===== src/rtl/pkt_rx_pkg.sv =====
package pkt_rx_pkg;

    localparam int BYTE_W = 8;
    localparam logic [BYTE_W-1:0] BCAST_ADDR = '1;

    typedef enum logic [1:0] {
        FR_IDLE = 2'd0,
        FR_DEST = 2'd1,
        FR_LEN  = 2'd2,
        FR_BODY = 2'd3
    } fr_state_e;

    typedef enum logic [1:0] {
        END_NONE     = 2'd0,
        END_NOT_ME   = 2'd1,
        END_TOO_LONG = 2'd2,
        END_BYTE_ERR = 2'd3
    } end_code_e;

    typedef struct packed {
        logic      fire;
        logic      ok;
        end_code_e code;
    } fr_result_t;

    function automatic fr_result_t finish(input end_code_e c);
        fr_result_t r;
        r.fire = 1'b1;
        r.ok   = (c == END_NONE);
        r.code = c;
        return r;
    endfunction

endpackage


===== src/rtl/pkt_rx_addr_match.sv =====
module pkt_rx_addr_match
    import pkt_rx_pkg::*;
(
    input  logic [BYTE_W-1:0] dest,
    input  logic [BYTE_W-1:0] node_addr,
    input  logic              accept_all,
    output logic              hit
);
    always_comb begin
        hit = accept_all || (dest == node_addr) || (dest == BCAST_ADDR);
    end
endmodule


===== src/rtl/pkt_rx_len_gate.sv =====
module pkt_rx_len_gate
    import pkt_rx_pkg::*;
(
    input  logic [BYTE_W-1:0] len,
    input  logic [BYTE_W-1:0] max_len,
    output logic              too_long,
    output logic [BYTE_W-1:0] tail_count
);
    always_comb begin
        too_long   = (len >= max_len);
        // only used when len < max_len <= all-ones, so len+1 never wraps
        tail_count = len + BYTE_W'(1);
    end
endmodule


===== src/rtl/pkt_rx_wr_port.sv =====
module pkt_rx_wr_port
    import pkt_rx_pkg::*;
#(
    parameter int BUF_AW = 9
)(
    input  logic              clk,
    input  logic              rst,
    input  logic              clr,
    input  logic              store,
    input  logic [BYTE_W-1:0] din,
    output logic              wr_en,
    output logic [BUF_AW-1:0] wr_addr,
    output logic [BYTE_W-1:0] wr_data
);
    logic [BUF_AW-1:0] ptr;

    always_ff @(posedge clk) begin
        if (rst) begin
            ptr     <= '0;
            wr_en   <= 1'b0;
            wr_addr <= '0;
            wr_data <= '0;
        end else if (clr) begin
            ptr   <= '0;
            wr_en <= 1'b0;
        end else if (store) begin
            wr_en   <= 1'b1;
            wr_addr <= ptr;
            wr_data <= din;
            ptr     <= ptr + BUF_AW'(1);
        end else begin
            wr_en <= 1'b0;
        end
    end

    // a clear is never followed by a write in the next cycle
    a_r10_clear_no_write: assert property (@(posedge clk) disable iff (rst)
        clr |=> !wr_en);

    // back-to-back writes without a clear advance the address by one
    a_r6_addr_step: assert property (@(posedge clk) disable iff (rst)
        (wr_en && store && !clr) |=> (wr_en && wr_addr == $past(wr_addr) + BUF_AW'(1)));
endmodule


===== src/rtl/pkt_rx_framer.sv =====
module pkt_rx_framer
    import pkt_rx_pkg::*;
#(
    parameter int BUF_AW = 9
)(
    input  logic              clk,
    input  logic              rst,
    input  logic              start,
    input  logic [7:0]        node_addr,
    input  logic [7:0]        max_len,
    input  logic              accept_all,
    input  logic              rx_valid,
    input  logic              rx_err,
    input  logic [7:0]        rx_data,
    output logic              wr_en,
    output logic [BUF_AW-1:0] wr_addr,
    output logic [7:0]        wr_data,
    output logic              done,
    output logic              done_ok,
    output logic [1:0]        done_code,
    output logic              busy
);
    fr_state_e         state, state_nx;
    logic [BYTE_W-1:0] remain, remain_nx;
    logic              dest_hit, too_long, store;
    logic [BYTE_W-1:0] tail_count;
    fr_result_t        res;

    pkt_rx_addr_match u_match (
        .dest       (rx_data),
        .node_addr  (node_addr),
        .accept_all (accept_all),
        .hit        (dest_hit)
    );

    pkt_rx_len_gate u_len (
        .len        (rx_data),
        .max_len    (max_len),
        .too_long   (too_long),
        .tail_count (tail_count)
    );

    pkt_rx_wr_port #(.BUF_AW(BUF_AW)) u_wr (
        .clk     (clk),
        .rst     (rst),
        .clr     (start),
        .store   (store),
        .din     (rx_data),
        .wr_en   (wr_en),
        .wr_addr (wr_addr),
        .wr_data (wr_data)
    );

    always_comb begin
        state_nx  = state;
        remain_nx = remain;
        store     = 1'b0;
        res       = '0;
        if (start) begin
            state_nx = FR_DEST;
        end else if (state != FR_IDLE) begin
            if (rx_err) begin
                res = finish(END_BYTE_ERR);
            end else if (rx_valid) begin
                unique case (state)
                    FR_DEST: begin
                        if (dest_hit) begin
                            store    = 1'b1;
                            state_nx = FR_LEN;
                        end else begin
                            res = finish(END_NOT_ME);
                        end
                    end
                    FR_LEN: begin
                        store = 1'b1;
                        if (too_long) begin
                            res = finish(END_TOO_LONG);
                        end else begin
                            remain_nx = tail_count;
                            state_nx  = FR_BODY;
                        end
                    end
                    FR_BODY: begin
                        store     = 1'b1;
                        remain_nx = remain - BYTE_W'(1);
                        if (remain == BYTE_W'(1)) res = finish(END_NONE);
                    end
                    default: ;
                endcase
            end
            if (res.fire) state_nx = FR_IDLE;
        end
    end

    always_ff @(posedge clk) begin
        if (rst) begin
            state     <= FR_IDLE;
            remain    <= '0;
            done      <= 1'b0;
            done_ok   <= 1'b0;
            done_code <= END_NONE;
        end else begin
            state     <= state_nx;
            remain    <= remain_nx;
            done      <= res.fire;
            done_ok   <= res.fire && res.ok;
            done_code <= res.fire ? res.code : END_NONE;
        end
    end

    assign busy = (state != FR_IDLE);

    // completion is a single-cycle pulse
    a_r9_done_pulse: assert property (@(posedge clk) disable iff (rst)
        done |=> !done);

    // success only with the zero cause
    a_r9_ok_code: assert property (@(posedge clk) disable iff (rst)
        done |-> (done_ok == (done_code == 2'd0)));

    // while idle and not armed, strobes create no write and no done
    a_r8_idle_quiet: assert property (@(posedge clk) disable iff (rst)
        (!busy && !start) |=> (!wr_en && !done));

    // a refused destination is never written
    a_r4_reject_no_write: assert property (@(posedge clk) disable iff (rst)
        (done && done_code == 2'd1) |-> !wr_en);

    // a byte error never writes
    a_r7_err_no_write: assert property (@(posedge clk) disable iff (rst)
        (done && done_code == 2'd3) |-> !wr_en);

    // busy is dropped when done is raised
    a_r11_busy_drop: assert property (@(posedge clk) disable iff (rst)
        (done && !$past(start)) |-> !busy);
endmodule


===== config.mk =====
export PLATFORM = sky130hd
export DESIGN_NAME = pkt_rx_framer
export DESIGN_NICKNAME = d
export VERILOG_FILES = /design/src/rtl/pkt_rx_pkg.sv /design/src/rtl/pkt_rx_addr_match.sv /design/src/rtl/pkt_rx_len_gate.sv /design/src/rtl/pkt_rx_wr_port.sv /design/src/rtl/pkt_rx_framer.sv
export SDC_FILE = /design/constraint.sdc
export NUM_CORES = 1
export LEC_CHECK = 0
export BUFFER_PORTS_ARGS = -buffer_cell sky130_fd_sc_hd__buf_2
export CORE_ASPECT_RATIO = 1.75
export CORE_MARGIN = 10
export CORE_UTILIZATION = 49
export CTS_CLUSTER_SIZE = 14
export DETAILED_ROUTE_END_ITERATION = 10
export GPL_TIMING_DRIVEN = 0
export PLACE_DENSITY_LB_ADDON = 0.15
export SYNTH_ARGS = -nofsm -noshare
export SYNTH_HDL_FRONTEND = slang
export SYNTH_SLANG_ARGS = --single-unit

===== constraint.sdc =====
create_clock -name clk -period 1.94 [get_ports clk]
set_input_delay 0.291 -clock clk [delete_from_list [all_inputs] [get_ports clk]]
set_output_delay 0.291 -clock clk [all_outputs]
set_load 0.1 [all_outputs]

* Word-level counts from Yosys, hierarchy flattened
Index checks and enable logic that the tools add are counted.
** Storage, ports and cells
- Register bits :: 41
- Latch bits :: 0
- Bits in writable memories :: 0
- Memory bits (read-only) :: 0
- Output and inout port bits :: 23
- Logic and storage cells :: 75
- Memories :: 0
** Cells by class
- Add/sub/neg operators :: 3
- Multiply operators :: 0
- Divide/modulo/power cells :: 0
- $lt $le $gt $ge :: 1
- Eq/ne operators :: 13
- Shift operators :: 0
- Mux-type cells :: 27
- Bitwise logic cells :: 4
- Reductions and logical operators :: 17
** Operator list (count)
- $mux W4 :: 9
- $reduce_and A6 Y1 :: 3
- $pmux W8 S2 :: 1
- $pmux W4 S3 :: 1
- $mux W2 :: 5
- $add A9 B1 Y9 const B :: 1
- $add A8 B1 Y8 const B :: 1
- $eq A8 B1 Y1 const B :: 1
- $eq A8 B8 Y1 :: 1
- $eq A8 B8 Y1 const B :: 1
- $ge A8 B8 Y1 :: 1
- $mux W1 :: 8
- $mux W8 :: 1
- $ne A4 B4 Y1 const B :: 2
- $reduce_bool A2 Y1 :: 4
- $sub A8 B1 Y8 const B :: 1
- $ne A3 B3 Y1 const B :: 2
- $reduce_bool A3 Y1 :: 2
- $eq A2 B2 Y1 const B :: 2
- $not A1 Y1 :: 4
- $pmux W2 S2 :: 1
- $reduce_bool A4 Y1 :: 1
- $reduce_or A2 Y1 :: 2
- $reduce_or A4 Y1 :: 1
- other kinds (8) :: 9

* Longest topological paths before layout
Gate-level depths: netlist (run 1).
- Depth after elaboration :: 13
- Gate-level depth with buffers :: 8
- Depth with buffers taken out :: 7

* Hierarchy
A second synthesis (run 1) with hierarchy kept.
** Unflattened totals
- Cells, all modules :: 280
- Area, all modules :: 2342.2 um^2
** By module, submodules not included
- pkt_rx_wr_port :: instances 1, cells an instance 121, area each 1017.2 um^2
- pkt_rx_framer :: instances 1, cells an instance 106, area each 898.4 um^2
- pkt_rx_len_gate :: instances 1, cells an instance 39, area each 317.8 um^2
- pkt_rx_addr_match :: instances 1, cells an instance 14, area each 108.9 um^2

* Worst setup path before layout (run 1)
Ideal clock, no wire load.
- Path kind :: register to register
- Start :: register state[0]
- End :: register u_wr.ptr[6]
- Library setup time :: 70 ps
- Arrival :: 2024 ps
- Data required time :: 1870 ps
- Path slack :: -154 ps
- Stages on the path, launching flop included :: 8
- Path buffers :: 1
- Clock period less this slack :: 2094 ps
- Path through :: dfxtp_1 -> inv_1 -> ha_1 -> nor4b_2 -> o21ai_0 -> clkbuf_1 -> or4_1 -> a21oi_1
** On the way
- Longest elaborated chain between the ends :: 7
- Elaborated cells between the ends (all ways) :: 10
- Those cells by class :: 3 x eq/ne; 5 x mux; 2 x reduce/logical
** Ends and longest elaborated chain
- start: declaration :: line pkt_rx_framer.sv:23 : fr_state_e state, state_nx;
- start signal: assignment :: line pkt_rx_framer.sv:103 : state <= state_nx;
- $eq A2 B2 Y1 :: line pkt_rx_framer.sv:65 : unique case (state)
- $reduce_or A2 Y1 (no source line)
- $pmux W1 S2 :: line pkt_rx_framer.sv:65
- $mux W1 :: line pkt_rx_framer.sv:64 : end else if (rx_valid) begin
- $mux W1 :: line pkt_rx_framer.sv:62 : if (rx_err) begin
- $mux W1 * :: line pkt_rx_framer.sv:61 : end else if (state != FR_IDLE) begin
- $mux W1 * :: line pkt_rx_framer.sv:59 : if (start) begin
- end signal: assignment :: line pkt_rx_wr_port.sv:30 : ptr <= ptr + BUF_AW'(1);
- end: declaration :: line pkt_rx_wr_port.sv:15 : logic [BUF_AW-1:0] ptr;
Mark *: on every way between the ends. The rest lies on a longest branch, timed or not.
A chain may end at the register's enable or synchronous reset.

* Final worst setup path (run 1)
- Start :: register state[1]
- End :: register u_wr.ptr[7]
Same word-level chain as after synthesis.

==> implementation parameters, run 1 <==
Parameter                              Value

Timing
  Final hold violation count    0
  Smallest setup slack after layout    between 0.04 and 0.05 ns
  Worst-Margin Slew    just under 0.7 ns
  Final worst path period share    a little over nine tenths
  Unrepaired setup endpoints after global routing    yes
  Minimum clock period    around 1.9 ns
  Final slew viol count    0
  Endpoints failing setup    0
  Clock tree skew after final layout    around 0.0043 ns
  Max-slew headroom at the worst pin    a little over half
  Maximum clock rate    about 530 MHz

Synthesis
  Async set or reset register ratio after synthesis    0%
  Synth Net Count    346
  Yosys warns    0
  Primary FF master, synth    sky130_fd_sc_hd__dfxtp_1
  Cell area after synthesis    around 0.0024 sq mm
  Number of enable-type register cells in the synthesized netlist    0
  Register bit count reported by yosys    ~40
  Syn_area_per_cell    ~8.1 sq um
  Library cells used by synthesis    54
  Sequential area share after synthesis    33.87%
  Synth Instances    300

Setup path
  Nature of the critical path endpoint    flop
  Required time of the worst setup path    between 2 and 2.5 ns
  Startpoint class of the critical path    flop
  Critical path arrival    ~2.1 ns
  Critical path class    reg -> reg
  Highest fanout seen on the critical path    5
  Startpoint of the most critical setup path    state[1]
  Origin of the critical flop-to-flop path    state[1]

Global route
  Number of global-route vias before repair    2427
  Global-route wire length before repair    11640 um
  Number of antenna violations at the first check in global routing    0
  Overall overflow remaining after global route    0
  Largest net degree at the start of global routing    13
  Total GRT Usage    between 15 and 20%

Final layout
  Net count, final    about 400
  Final core utilization    64.69%
  Most frequent standard cell in the layout excluding fill and tap cells    sky130_fd_sc_hd__buf_2
  Proportion of layout cells with a drive suffix above 1    between 20 and 30%
  Post-synthesis to final-layout area growth    26.74%
  Most frequent cells in the layout    54 x sky130_fd_sc_hd__buf_2, 39 x sky130_fd_sc_hd__dfxtp_1, 29 x sky130_fd_sc_hd__a21oi_1
  Fillers    between 400 and 500
  # diodes    0

Clock tree
  CTS buffer count    5
  Htree depth    2
  # clock sinks    just over 40
  Number of buffers on the longest clock path    2
  CTS tree    done
  Clock latency at the later pin of the worst-skew pair    roughly 0.3 ns
  Cell chosen for the clock root    sky130_fd_sc_hd__clkbuf_8
  Register clock-pin slew on the reported worst setup and hold paths    about 0.08 ns

Routing
  Routed length per instance    between 15 and 20 um
  First-pass DRT Iterations    4
  Post-detailed-route DRC marker count    0
  Total vias in the final route    ~2500
  Drt via density    around 6.0
  Iteration-0 DRC Markers    just under 100
  Number of nets with antenna violations after routing    0
  Sum of routed wire length over all layers    7307 um

Run
  Max Cap Viol    0

Floorplanning
  Number of standard-cell rows in the floorplan    33
  Horiz. Die Dim    approximately 73 um
  Total Die Area    about 0.0083 sq mm
  I/O pin cnt    between 50 and 60
  Starting density of the core    approximately 51%
  DIE HEIGHT    113.0 um
  Area of the core    0.004748 sq mm

Pwr
  Total leakage power    ~1.3 nW
  Maximum ir drop on the vdd rail    between 0.0004 and 0.0005 V
  Pwr dens    approximately 570 mW/mm^2

Placement
  Gpl congestion    around 0.9
  Final HPWL DP    about 5600 um
  Port bufs    52
  Worst slack after detailed placement    -0.4022 ns

Hold path
  Startpoint of the most critical hold path    rst
  Worst min-delay path class    in -> reg

Status
  Run status    completed
critical path, stage by stage (launching register included):
cell and delay [ns]:
sky130_fd_sc_hd__dfxtp_2 0.38, sky130_fd_sc_hd__inv_2 0.07, sky130_fd_sc_hd__ha_4 0.17, sky130_fd_sc_hd__nor4b_4 0.19
sky130_fd_sc_hd__buf_4 0.18, sky130_fd_sc_hd__o21ai_4 0.08, sky130_fd_sc_hd__clkbuf_8 0.16, sky130_fd_sc_hd__or4_4 0.47
sky130_fd_sc_hd__a21oi_2 0.12
worst paths after layout:
path | endpoint | slack (ns) | cells past startpoint
worst max-delay path | u_wr.ptr[7] | 0.04 | 8
worst min-delay path | u_wr.ptr[5] | 0.29 | 3
worst max register to register | u_wr.ptr[7] | 0.04 | 8
worst min register to register | u_wr.wr_addr[7] | 0.47 | 2
synth_stat cells, types with 2 or more instances:
cell	n	share of area [%]
sky130_fd_sc_hd__dfxtp_1	41	34
sky130_fd_sc_hd__a21oi_1	31	6.4
sky130_fd_sc_hd__nand3_1	27	5.6
sky130_fd_sc_hd__o21ai_0	26	5.4
sky130_fd_sc_hd__inv_1	17	2.6
sky130_fd_sc_hd__ha_1	16	8.3
sky130_fd_sc_hd__nand2_1	16	2.5
sky130_fd_sc_hd__nor2_1	16	2.5
sky130_fd_sc_hd__clkbuf_1	15	2.3
sky130_fd_sc_hd__xor2_1	12	4.3
sky130_fd_sc_hd__nor3_1	10	2.1
sky130_fd_sc_hd__o31ai_1	5	1.5
sky130_fd_sc_hd__nand4_1	4	1.0
sky130_fd_sc_hd__or4_1	4	1.2
sky130_fd_sc_hd__a211oi_1	3	0.93
sky130_fd_sc_hd__o21a_1	3	0.93
sky130_fd_sc_hd__o32ai_1	3	1.1
sky130_fd_sc_hd__or3_1	3	0.77
sky130_fd_sc_hd__a22oi_1	2	0.62
sky130_fd_sc_hd__a31oi_1	2	0.52
sky130_fd_sc_hd__and3_1	2	0.52
sky130_fd_sc_hd__buf_2	2	0.41
sky130_fd_sc_hd__mux2i_1	2	0.83
sky130_fd_sc_hd__nand2b_1	2	0.52
sky130_fd_sc_hd__nor4_1	2	0.52
sky130_fd_sc_hd__nor4_2	2	1.0
sky130_fd_sc_hd__nor4b_1	2	0.72
sky130_fd_sc_hd__o311ai_0	2	0.72
sky130_fd_sc_hd__o41ai_1	2	0.72
sky130_fd_sc_hd__xnor2_1	2	0.72
flip-flops by register name, summed over array words and instances (netlist names):
register / count
done: 1
done_code: 2
done_ok: 1
remain: 8
state: 2
u_wr.ptr: 9
u_wr.wr_addr: 9
u_wr.wr_data: 8
u_wr.wr_en: 1
stage by stage:
stage               setup TNS (ns)  total power [mW]  hold WS (ns)  cells  instance area [sq um]
floorplan                -0.002268             1.067        0.4387    300                   2456
global placement            -9.679             1.161        0.4587    404                   2781
detailed placement          -10.61             1.166        0.4644    404                   2781
CTS                      -0.008581             1.734        0.2871    417                   2967
global route              -0.09662             1.826        0.3071    419                   3072
finish                           0             1.745        0.2919    419                   3072
what timing repair did:
| action | CTS | global route |
|---|---|---|
| hold buffers | 0 | 0 |
| cloned | 1 | 0 |
| hold endpoints to repair | 0 | 0 |
| setup endpoints to repair | 36 | 34 |
| resized for setup | 22 | 23 |
| buffers inserted | 4 | 2 |
| pin swaps | 8 | 2 |
power by group:
part / switching, mW / internal [mW] / total (mW)
clock network: 0.304 / 0.250 / 0.554
registers: 0.00440 / 0.848 / 0.852
logic: 0.222 / 0.118 / 0.339
total: 0.530 / 1.21 / 1.75
layer usage:
| metal | up-vias | routed length, um | share of wire, % | global-route usage, % |
|---|---|---|---|---|
| met5 | - | 0 | 0 | 0 |
| li1 | 1242 | - | - | - |
| met2 | 64 | 4221 | 58 | 32.12 |
| met3 | 24 | 265 | 3.6 | 3.150 |
| met1 | 1184 | 2546 | 35 | 16.91 |
| met4 | 0 | 274 | 3.7 | 9.542 |
final cells by class:
class / instances / area [sq um] / area share (%)
clock buffer: 6 / 72.57 / 2.363
sequential: 41 / 823.3 / 26.80
timing repair buffer: 59 / 312.8 / 10.18
inverter: 17 / 67.56 / 2.200
clock inverter: 2 / 10.01 / 0.3259
buffer: 18 / 108.9 / 3.544
multi-input combinational: 224 / 1612 / 52.46
tap: 52 / 65.06 / 2.118
logic make-up after synthesis:
logic type | count (synthesis) | share of synthesized area (%)
AOI/OAI and AO/OA | 93 | 24.21
xor gates and xnor gates | 14 | 5.059
adders and majority gates | 16 | 8.260
buffers and inverters | 35 | 5.834
DFF | 41 | 33.87
muxes | 2 | 0.8261
and+or+nand+nor | 99 | 21.94
Power figures use the tool's default switching activity.
==> run 2, diff against run 1 <==
GPL_TIMING_DRIVEN = not set   (was 0)
RECOVER_POWER = 25   (was not set)
==> implementation parameters, run 2 (same netlist as run 1, synthesis figures left out) <==
Parameter                              Value

Status
  Run status    completed

Timing
  Endpoints failing setup    0
  Smallest setup slack after layout    0.05217 ns
  Clock tree skew after final layout    about 0.0050 ns
  Final Hold Slack    0.3507 ns
  Minimum clock period    1.888 ns
  Final slew viol count    0
  Max-slew headroom at the worst pin    63.56%
  Accumulated negative setup slack    0 ns
  Final worst path period share    a little over nine tenths
  Maximum clock rate    between 500 and 600 MHz
  Worst-Margin Slew    ~0.55 ns
  Unrepaired setup endpoints after global routing    yes
  Final hold violation count    0

Routing
  First-pass DRT Iterations    5
  Number of nets with antenna violations after routing    0
  Total vias in the final route    approximately 2600
  Post-detailed-route DRC marker count    0
  Drt via density    about 6
  Sum of routed wire length over all layers    approximately 7300 um
  Iteration-0 DRC Markers    268
  Routed length per instance    16.90 um

Placement
  Port bufs    52
  Final HPWL DP    5756 um
  Worst slack after detailed placement    -0.3411 ns
  Number of placed cells counting well taps    roughly 430
  Gpl congestion    between 0.9 and 1

Setup path
  Critical path class    reg -> out
  Worst path slowest cell    sky130_fd_sc_hd__buf_2
  Startpoint class of the critical path    flop
  Critical path arrival    approximately 1.6 ns
  Highest fanout seen on the critical path    5
  Nature of the critical path endpoint    output port
  CP cell instances    inv_1 > ha_2 > buf_4 > clkinvlp_4 > buf_2
  Largest incremental delay on the critical path    roughly 0.42 ns
  Required time of the worst setup path    ~1.7 ns

Clock tree
  # clock sinks    a little over 40
  Cell chosen for the clock root    sky130_fd_sc_hd__clkbuf_8
  Register clock-pin slew on the reported worst setup and hold paths    roughly 0.080 ns
  CTS tree    done
  Htree depth    2
  Clock latency at the later pin of the worst-skew pair    roughly 0.3 ns
  Hold_buf cts    0
  CTS buffer count    5
  Post-CTS setup repair buffer count    0
  Number of buffers on the longest clock path    2

Pwr
  Maximum ir drop on the vdd rail    around 0.00052 V
  Pwr dens    between 500 and 600 mW/mm^2
  Total leakage power    approximately 1.3 nW
  Overall power of the completed layout    about 1.8 mW

Floorplanning
  Horiz. Die Dim    ~73 um
  Number of standard-cell rows in the floorplan    33
  Total Die Area    0.008270 sq mm
  Area of the core    around 0.0047 sq mm
  I/O pin cnt    53
  Starting density of the core    51.04%
  DIE HEIGHT    roughly 110 um

Final layout
  Proportion of layout cells with a drive suffix above 1    30.45%
  Most frequent cells in the layout    39 x sky130_fd_sc_hd__dfxtp_1, 37 x sky130_fd_sc_hd__buf_2, 34 x sky130_fd_sc_hd__buf_4
  # diodes    0
  Biggest registers after layout    u_wr.ptr: 9 flops, u_wr.wr_addr: 9 flops
  Net count, final    approximately 430
  Most frequent standard cell in the layout excluding fill and tap cells    sky130_fd_sc_hd__dfxtp_1
  Finished Layout Cells    between 400 and 500
  Post-synthesis to final-layout area growth    30.72%

Global route
  Number of antenna violations at the first check in global routing    0
  Total GRT Usage    17.72%
  Largest net degree at the start of global routing    23
  Overall overflow remaining after global route    0
  Number of global-route vias before repair    roughly 2600
  Global-route wire length before repair    approximately 12000 um

Run
  Max Cap Viol    0

Hold path
  Worst min-delay path class    in -> reg
-- run 2: final timing paths --
path / depth (start not counted) / slack, ns / endpoint / start
worst max-delay path: 5 / 0.05 / busy / state[0]
worst min-delay path: 3 / 0.35 / done / rx_valid
worst max register to register: 9 / 0.07 / u_wr.ptr[2] / state[0]
worst min register to register: 2 / 0.47 / u_wr.wr_addr[1] / u_wr.wr_addr[1]
-- run 2: routing by layer --
layer  up-vias  share of wire [%]  global-route usage, %
met3        23                4.7                  2.712
met1      1206                 35                  17.61
li1       1272                  -                      -
met4         0                4.0                  9.924
met5         -                  0                      0
met2        72                 56                  32.82
-- run 2: report_power, final --
part	internal, mW	switching [mW]
registers	0.848	0.00456
logic	0.144	0.215
clock network	0.250	0.298
total	1.24	0.518
-- run 2: repair_timing --
item | in CTS | in global routing
setup endpoints to repair | 34 | 34
pin swaps | 1 | 2
gates resized for setup | 7 | 10
hold endpoints to repair | 0 | 0
-- run 2: final cells by class --
cell class	instances	area (sq um)
Fill cell	419	1580
Multi-Input combinational cell	224	1531
Sequential cell	41	823.3
Timing Repair Buffer	91	598.1
Clock buffer	6	72.57
Inverter	17	67.56
Tap cell	52	65.06
Clock inverter	2	10.01
-- run 2: critical path, delay by kind of cell, from the launching register on --
kind	cells	cell delay [ns]
buffers and inverters	4	0.73
adder cells (fa/ha/maj)	1	0.22
flip-flops	1	0.36
-- run 2: stage by stage --
| step | instance area, sq um | util [%] |
|---|---|---|
| 4_1_cts | 3138 | 66.09 |
| 3_5_place_dp | 3027 | 63.74 |
| 3_3_place_gp | 3027 | 63.74 |
| 5_1_grt | 3168 | 66.72 |
| 2_1_floorplan | 2456 | - |
| 6_report | 3168 | 66.72 |
==> run 3, diff against run 2 <==
clock period = 1.7 ns   (was 1.94 ns; I/O delays follow)
==> implementation parameters, run 3 (same netlist as run 1, synthesis figures left out) <==
Parameter                              Value

Setup path
  Startpoint class of the critical path    flop
  Worst setup slack for register-to-register paths    -0.13 ns
  Worst path slowest cell    sky130_fd_sc_hd__or4_1
  Origin of the critical flop-to-flop path    state[1]
  Worst Path Buf+Inv    2
  Required time of the worst setup path    between 1.5 and 2 ns
  Top cell family by delay on the critical path    simple AND/OR/NAND/NOR gates
  Nature of the critical path endpoint    flop
  Largest incremental delay on the critical path    0.48 ns
  CP cell instances    inv_4 > ha_4 > nor4b_4 > o21ai_2 > buf_12 > or4_1 > a21oi_1
  Critical path class    reg -> reg
  Critical path arrival    a little over 2 ns
  Worst reg2reg endpoint    u_wr.ptr[7]
  Cells on worst reg2reg path    7
  Startpoint of the most critical setup path    state[1]
  Highest fanout seen on the critical path    11

Routing
  Post-detailed-route DRC marker count    0
  First-pass DRT Iterations    4
  Drt via density    5.927
  Total vias in the final route    between 2000 and 3000
  Sum of routed wire length over all layers    between 8000 and 9000 um
  Routed length per instance    between 15 and 20 um
  Iteration-0 DRC Markers    200
  Number of nets with antenna violations after routing    0

Clock tree
  Register clock-pin slew on the reported worst setup and hold paths    about 0.08 ns
  Number of buffers on the longest clock path    2
  CTS buffer count    5
  Cell chosen for the clock root    sky130_fd_sc_hd__clkbuf_8
  Clock latency at the later pin of the worst-skew pair    about 0.30 ns
  # clock sinks    41
  CTS tree    done
  Htree depth    2
  Hold_buf cts    0

Floorplanning
  I/O pin cnt    53
  Area of the core    between 0.004 and 0.005 sq mm
  Number of standard-cell rows in the floorplan    33
  Starting density of the core    slightly above 50%
  Total Die Area    slightly above 0.008 sq mm
  Horiz. Die Dim    between 70 and 80 um
  DIE HEIGHT    between 100 and 150 um

Final layout
  Biggest registers after layout    u_wr.ptr: 9 flops, u_wr.wr_addr: 9 flops
  Net count, final    446
  Most frequent standard cell in the layout excluding fill and tap cells    sky130_fd_sc_hd__buf_4
  Finished Layout Cells    ~450
  Final core utilization    between 70% and 80%
  # diodes    0
  Most frequent cells in the layout    48 x sky130_fd_sc_hd__buf_4, 39 x sky130_fd_sc_hd__dfxtp_1, 38 x sky130_fd_sc_hd__buf_2
  Post-synthesis to final-layout area growth    55.19%
  Proportion of layout cells with a drive suffix above 1    between 40% and 50%

Hold path
  Worst min-delay path class    in -> reg
  Worst hold path depth    2
  Startpoint of the most critical hold path    rst
  Endpoint of the worst hold path    state[0]

Global route
  Largest net degree at the start of global routing    27
  Total GRT Usage    roughly a fifth
  Global-route wire length before repair    12720 um
  Overall overflow remaining after global route    0
  Number of global-route vias before repair    between 2000 and 3000
  Number of antenna violations at the first check in global routing    0

Timing
  Minimum clock period    about 1.8 ns
  Worst-Margin Slew    0.5558 ns
  Final Hold Slack    around 0.32 ns
  Max-slew headroom at the worst pin    a little over three fifths
  Endpoints failing setup    13
  Clock tree skew after final layout    approximately 0.008 ns
  Smallest setup slack after layout    -0.1265 ns
  Final hold violation count    0
  Maximum clock rate    roughly 550 MHz
  Final worst path period share    107.4%
  Unrepaired setup endpoints after global routing    yes
  Final slew viol count    0

Placement
  Gpl congestion    0.9997
  Port bufs    52
  Final HPWL DP    6309 um
  Number of placed cells counting well taps    440

Run
  Max Cap Viol    0

Pwr
  Overall power of the completed layout    between 2 and 2.5 mW
  Maximum ir drop on the vdd rail    0.0006427 V
  Pwr dens    roughly 600 mW/mm^2
  Total leakage power    ~1.5 nW

Status
  Violated checks    negative setup slack
  Run status    finished with violations
run 3: final cells by class:
class	count	area, sq um
multi-input combinational	224	1871
fill	310	987.2
sequential	41	828.3
timing repair buffer	111	823.3
clock buffer	6	82.58
inverter	17	77.57
tap	52	65.06
clock inverter	2	13.76
run 3: worst reg2reg max path, cell delays in order, from the launching register on:
cell and delay, ns:
sky130_fd_sc_hd__dfxtp_4 0.39, sky130_fd_sc_hd__inv_4 0.04, sky130_fd_sc_hd__ha_4 0.16, sky130_fd_sc_hd__nor4b_4 0.28, sky130_fd_sc_hd__o21ai_2 0.12, sky130_fd_sc_hd__buf_12 0.16, sky130_fd_sc_hd__or4_1 0.48, sky130_fd_sc_hd__a21oi_1 0.14
run 3: power by group:
group          leakage (nW)  internal [mW]  switching (mW)  total, mW
Clock                0.0512          0.330           0.363      0.693
Sequential            0.332          0.966         0.00631      0.972
Combinational          1.15          0.226           0.304      0.530
run 3: stage by stage:
stage                     cell area (sq um)  setup WS (ns)  setup TNS (ns)
final                                  3761        -0.1265         -0.7124
after global routing                   3761        -0.1603          -2.432
after CTS                              3401        -0.1128          -1.193
after floorplan                        2557       -0.04895         -0.3011
after global placement                 3229        -0.3409          -7.034
after detailed placement               3229        -0.4549          -8.817
run 3: per-layer routing:
metal  track usage [%]  share of wire, %  vias up
met5                 0                 0        -
met4             10.18               4.4        0
met1             19.03                36     1275
met3             4.024               4.4       24
met2             35.69                55       79
li1                  -                 -     1307
run 3: repair_timing:
item / in CTS / in global routing
endpoints found under the setup margin: 37 / 39
gates resized for setup: 13 / 72
buffers inserted: 1 / 4
pin swaps: 4 / 20
run 3: how the worst max path moves through the flow:
stage	end	slack (ns)	depth (start not counted)
after floorplan	u_wr.ptr[6]	-0.05	7
after global placement	remain[5]	-0.34	8
after detailed placement	remain[5]	-0.45	8
after CTS	u_wr.ptr[6]	-0.11	7
after global routing	u_wr.wr_data[5]	-0.16	7
final	u_wr.ptr[7]	-0.13	7
